--- src/rtl/pwrmode_pkg.sv ---
package pwrmode_pkg;
  typedef enum logic [2:0] {
    MODE_OFF      = 3'd0,
    MODE_STARTUP  = 3'd1,
    MODE_ON       = 3'd2,
    MODE_STANDBY  = 3'd3,
    MODE_WATCHDOG = 3'd4,
    MODE_COLD     = 3'd5
  } mode_t;
endpackage

--- src/rtl/sync2.sv ---
module sync2 (
  input  logic clk,
  input  logic rst_n,
  input  logic d,
  output logic q
);
  logic stage1;
  always_ff @(posedge clk or negedge rst_n) begin
    if (!rst_n) begin
      stage1 <= 1'b0;
      q      <= 1'b0;
    end else begin
      stage1 <= d;
      q      <= stage1;
    end
  end
endmodule

--- src/rtl/sby_pin_qual.sv ---
// Synchronize one asynchronous pin, then accept a new level only after it
// has persisted for FILT_LEN consecutive sampled cycles.
module sby_pin_qual #(
  parameter int FILT_LEN = 3
) (
  input  logic clk,
  input  logic rst_n,
  input  logic pin,
  output logic level
);
  localparam int FW = $clog2(FILT_LEN + 1);

  logic          pin_s;
  logic [FW-1:0] run_cnt;

  sync2 u_sync (.clk(clk), .rst_n(rst_n), .d(pin), .q(pin_s));

  always_ff @(posedge clk or negedge rst_n) begin
    if (!rst_n) begin
      level   <= 1'b0;
      run_cnt <= '0;
    end else if (pin_s == level) begin
      run_cnt <= '0;
    end else if (run_cnt == FW'(FILT_LEN - 1)) begin
      level   <= pin_s;
      run_cnt <= '0;
    end else begin
      run_cnt <= run_cnt + 1'b1;
    end
  end
endmodule

--- src/rtl/mode_fsm.sv ---
module mode_fsm
  import pwrmode_pkg::*;
#(
  parameter int STARTUP_CYCLES = 8
) (
  input  logic  clk,
  input  logic  rst_n,
  input  logic  pwr_s,
  input  logic  wd_s,
  input  logic  sby_evt,
  input  logic  cold_cfg,
  output mode_t state,
  output logic  standby_active
);
  localparam int CW = $clog2(STARTUP_CYCLES + 1);

  mode_t         nxt;
  logic [CW-1:0] su_cnt;
  logic          su_done;

  assign su_done = (su_cnt == CW'(STARTUP_CYCLES - 1));

  always_comb begin
    nxt = state;
    unique case (state)
      MODE_OFF:      if (pwr_s) nxt = MODE_STARTUP;
      MODE_STARTUP:  if (su_done) nxt = MODE_WATCHDOG;
      MODE_WATCHDOG: if (wd_s) nxt = MODE_ON;
      MODE_ON: begin
        if (!wd_s)        nxt = cold_cfg ? MODE_COLD : MODE_OFF;
        else if (sby_evt) nxt = MODE_STANDBY;
      end
      MODE_STANDBY: begin
        if (!wd_s)         nxt = cold_cfg ? MODE_COLD : MODE_OFF;
        else if (!sby_evt) nxt = MODE_ON;
      end
      MODE_COLD:     nxt = MODE_STARTUP;
      default:       nxt = MODE_OFF;
    endcase
  end

  always_ff @(posedge clk or negedge rst_n) begin
    if (!rst_n) begin
      state  <= MODE_OFF;
      su_cnt <= '0;
    end else begin
      state <= nxt;
      if (state == MODE_STARTUP && !su_done) su_cnt <= su_cnt + 1'b1;
      else                                   su_cnt <= '0;
    end
  end

  assign standby_active = (state == MODE_STANDBY);
endmodule

--- src/rtl/pwr_mode_ctrl.sv ---
module pwr_mode_ctrl
  import pwrmode_pkg::*;
#(
  parameter int STARTUP_CYCLES = 8,
  parameter int FILT_LEN       = 3
) (
  input  logic       clk,
  input  logic       rst_n,
  input  logic       pwr_on_req,
  input  logic       sby_cpu_pin,
  input  logic       sby_per_pin,
  input  logic       cpu_pol_high,
  input  logic       per_pol_high,
  input  logic       wdog_ok,
  input  logic       wdog_cold,
  output logic [2:0] mode,
  output logic       standby_active
);
  localparam int NREQ = 2;

  logic [NREQ-1:0] pins, pol_high, lvl, req;
  logic            pwr_s, wd_s, sby_evt;
  mode_t           st;

  assign pins     = {sby_per_pin, sby_cpu_pin};
  assign pol_high = {per_pol_high, cpu_pol_high};

  for (genvar i = 0; i < NREQ; i++) begin : g_req
    sby_pin_qual #(.FILT_LEN(FILT_LEN)) u_qual (
      .clk(clk), .rst_n(rst_n), .pin(pins[i]), .level(lvl[i])
    );
    assign req[i] = pol_high[i] ? lvl[i] : ~lvl[i];
  end

  assign sby_evt = &req;

  sync2 u_pwr_sync (.clk(clk), .rst_n(rst_n), .d(pwr_on_req), .q(pwr_s));
  sync2 u_wd_sync  (.clk(clk), .rst_n(rst_n), .d(wdog_ok),    .q(wd_s));

  mode_fsm #(.STARTUP_CYCLES(STARTUP_CYCLES)) u_fsm (
    .clk(clk), .rst_n(rst_n), .pwr_s(pwr_s), .wd_s(wd_s),
    .sby_evt(sby_evt), .cold_cfg(wdog_cold),
    .state(st), .standby_active(standby_active)
  );

  assign mode = st;
endmodule

--- config.mk ---
export PLATFORM = sky130hd
export DESIGN_NAME = pwr_mode_ctrl
export DESIGN_NICKNAME = d
export VERILOG_FILES = /design/src/rtl/pwrmode_pkg.sv /design/src/rtl/sync2.sv /design/src/rtl/sby_pin_qual.sv /design/src/rtl/mode_fsm.sv /design/src/rtl/pwr_mode_ctrl.sv
export SDC_FILE = /design/constraint.sdc
export NUM_CORES = 1
export LEC_CHECK = 0
export ABC_AREA = 1
export ABC_CLOCK_PERIOD_IN_PS = 1200
export BUFFER_PORTS_ARGS = -buffer_cell sky130_fd_sc_hd__buf_2
export CAP_MARGIN = 20
export CORE_ASPECT_RATIO = 1.4
export CORE_MARGIN = 3
export CORE_UTILIZATION = 48
export DETAILED_ROUTE_END_ITERATION = 10
export GPL_TIMING_DRIVEN = 1
export PLACE_DENSITY = 0.73
export SYNTH_ARGS = -nofsm -noshare
export SYNTH_HDL_FRONTEND = slang
export SYNTH_SLANG_ARGS = --single-unit
--- constraint.sdc ---
create_clock -name clk -period 1.2 [get_ports clk]
set_input_delay 0.06 -clock clk [delete_from_list [all_inputs] [get_ports clk]]
set_output_delay 0.06 -clock clk [all_outputs]
set_load 0.01 [all_outputs]
==> results.md <==
- Nets: 137
- Post-synthesis sequential area ratio: 0.571
- Ports: 13
- Fmax: 853 MHz
- Die area: 2490 um2
- Clock net sink count: 21
- Initial antenna violation count: 0
- Tmin final: 1.17 ns
- Top_reg_cell synth: dfrtp_1
- Post-DP HPWL: 1100 um
- CP endpoint kind: flop
- Share of layout cells above drive strength 1: 0.302
- P per Cell Area: 2070 nW/um2
- Main combinational cell family by area after synthesis: simple AND/OR/NAND/NOR gates
- Hold WC Path Type: input port to flop
- Clock Path Buffers: 2
- Internal power: 0.00147 W
- Total GRT Usage: 0.149
- H-Tree Depth: 1
- Placer congestion estimate: 0.812
- Clk_skew: 0.00375 ns
- Mean post-synth cell area: 9.12 um2
- Pwr Total: 0.00242 W
- Slew Limit Fails: 0
- Compound-Gate Fraction of Synth Area: 0.0109
- Die width: 43.0 um
- # Max-Cap Violations: 0
- Final worst-path cycle share: 0.977
- Worst slew pin tran: 0.441 ns
- CP Class: flop to flop
- Clock slew at reported path FFs: 0.10 ns
- Count leader, synth: nand2_1
- Xor/xnor share of the synthesized area: 0.0285
- Internal reg-to-reg setup slack: 0.03 ns
- Hold Violations, Final: 0
- Critical path arrival: 1.38 ns
- Adder-cell share of the synthesized area: 0.0136
- Max FO, Critical Path: 4
- Synth Cell Area: 921 um2
- Sw Pwr: 0.000949 W
- Flops & latches, synth: 21
- Status: complete, no violations
- Clock Power Share: 0.140
- Starting Density: 0.511
- Worst slew margin: 0.706
- R2R depth: 8
- Iter 0 DRT Violations: 4
- Mux contribution to synthesized area: 0
- Hold depth: 7
- Routed vias/inst: 4.79
- Synth Area in Simple Gates: 0.311
- Largest net degree at the start of global routing: 22
- Post-synth EDFFs: 0
- Routed Antenna Nets: 0
- Yosys warnings: 0
- RSZ-0062 raised after global routing: true
- R2r endpoint: u_fsm.state[0]
- Gate power share: 0.424
- Area growth, synth to finish: 26.5%
- HP Start: wdog_cold
- Area contributors post-synth: dfrtp_1, nand2_1, nand3_1
- Grt ovf: 0
- Switching Share: 0.393
- Core footprint: 1800 um2
- Final WL: 1510 um
- Reg2reg start: u_fsm.su_cnt[1]
- WL per Instance: 10.4 um
- Setup total negative slack: 0 ns
- Final setup vio count: 0
- First-pass GRT wire length: 2710 um
- DR vias: 700
- Pre-CTS WS: 0.00907 ns
- DRC errors left: 0
- PortBufs: 12
- Netlist cell types: 17
- Leak: 0.595 nW
- Placed Instances: 136
- Ant. Diodes: 0
- Fillers: 148
- Hold EP: u_fsm.state[2]
- Num CTS Buffers: 3
- CTS tree: built
- Req. time, crit path: 1.41 ns
- Clock Latency Late Sink: 0.31 ns
- Post-synthesis cell count: 101
- Ys async rst share: 1.00
- Site row count: 18
- Max IR drop VDD: 1.10 mV
- Vias in the first global route: 695
- Synth top area share: 0.571
- Startpoint Class: flop
- Top cells by count, synth: nand2_1, dfrtp_1, inv_1
- Mapped Nets: 111
- Post-synth top area cell: dfrtp_1
- Detailed Routing Iterations Pass 1: 2
- Post-route worst setup slack: 0.0275 ns
- Die height: 57.8 um
- Sequential share of power: 0.437
- Root buffer cell: clkbuf_4
- Fin cells: 146
==> final cells by class <==
type	count	area, um2	area share
sequential	21	528	0.453
tap	20	25.0	0.0215
timing repair buffer	21	150	0.129
multi-input combinational	64	375	0.322
clock buffer	4	26.3	0.0226
inverter	16	60.1	0.0516
==> per-layer routing <==
metal  track usage  vias up  wire, um
met3        0.0280        5        63
met2         0.253       13       775
met1         0.165      313       621
met4         0.103        0        53
li1              -      369         -
met5             0        -         0
==> cell usage in the layout (no fill, tap or decap), types with 3 or more instances in the layout <==
master,Yosys,routed
nand2_2,2,4
nor2_1,7,5
clkbuf_4,0,3
buf_2,0,11
dlygate4sd3_1,0,5
inv_2,3,3
nor3_1,4,4
nand2_1,25,23
nand3_1,11,11
nor2_4,2,6
dfrtp_1,21,19
inv_1,13,13
buf_4,0,3
==> through the flow <==
| stage | util | cell area [um2] | hold WS [ns] |
|---|---|---|---|
| 5_1_grt | 0.647 | 1160 | 0.239 |
| 3_5_place_dp | 0.571 | 1030 | 0.0374 |
| 4_1_cts | 0.617 | 1110 | 0.196 |
| 2_1_floorplan | - | 921 | -0.236 |
| 6_report | 0.647 | 1160 | 0.205 |
| 3_3_place_gp | 0.571 | 1030 | 0.0298 |
==> power by group through the flow <==
| stage | sequential [W] | combinational (W) | clock, W |
|---|---|---|---|
| after CTS | 0.00104 | 0.000927 | 0.000353 |
| after global placement | 0.00103 | 0.000881 | 0 |
| after detailed placement | 0.00105 | 0.000902 | 0 |
| after floorplan | 0.00105 | 0.000634 | 0 |
| after global routing | 0.00109 | 0.00118 | 0.000382 |
| final | 0.00106 | 0.00102 | 0.000337 |
==> flip-flops by register name, indices dropped and copies added, names as in the netlist <==
name and count:
u_pwr_sync.q 1, u_pwr_sync.stage1 1, u_wd_sync.stage1 1, u_wd_sync.q 1, g_req.u_qual.u_sync.q 2, g_req.u_qual.run_cnt 4
g_req.u_qual.level 2, u_fsm.state 3, g_req.u_qual.u_sync.stage1 2, u_fsm.su_cnt 4
==> how the worst max path moves through the flow <==
stage / start / to / slack (ns) / depth (start not counted)
after global placement: u_fsm.state[0] / u_fsm.state[1] / 0.01 / 6
after global routing: u_fsm.su_cnt[1] / u_fsm.state[0] / -0.07 / 8
after detailed placement: u_fsm.su_cnt[1] / u_fsm.state[0] / 0.009 / 8
final: u_fsm.su_cnt[1] / u_fsm.state[0] / 0.03 / 8
after CTS: u_fsm.state[2] / standby_active / 0.006 / 3
after floorplan: u_fsm.su_cnt[0] / u_fsm.state[0] / 0.03 / 8
==> critical path, cell delays in order (launching register included) <==
cell and delay [ns]:
dfrtp_1 0.38, ha_2 0.19, nand2_2 0.07, nor2_4 0.13, nor2_4 0.05, nor2_4 0.10
nand2_1 0.06, nand2_1 0.06, nand2_1 0.04
==> cells by family after synthesis <==
group,count (synthesis)
AND/OR/NAND/NOR,58
buffers and inverters,16
flip-flops,21
XOR/XNOR,3
AO/OA/AOI/OAI,2
adder cells (fa/ha/maj),1
==> what timing repair did <==
item | in CTS | in global routing
setup endpoints to repair | 3 | 4
buffers inserted | 0 | 1
resized for setup | 3 | 11
endpoints found under the hold margin | 25 | 0
pin swaps | 0 | 7
hold buffers | 5 | 0
(Power assumes the default switching activity.)
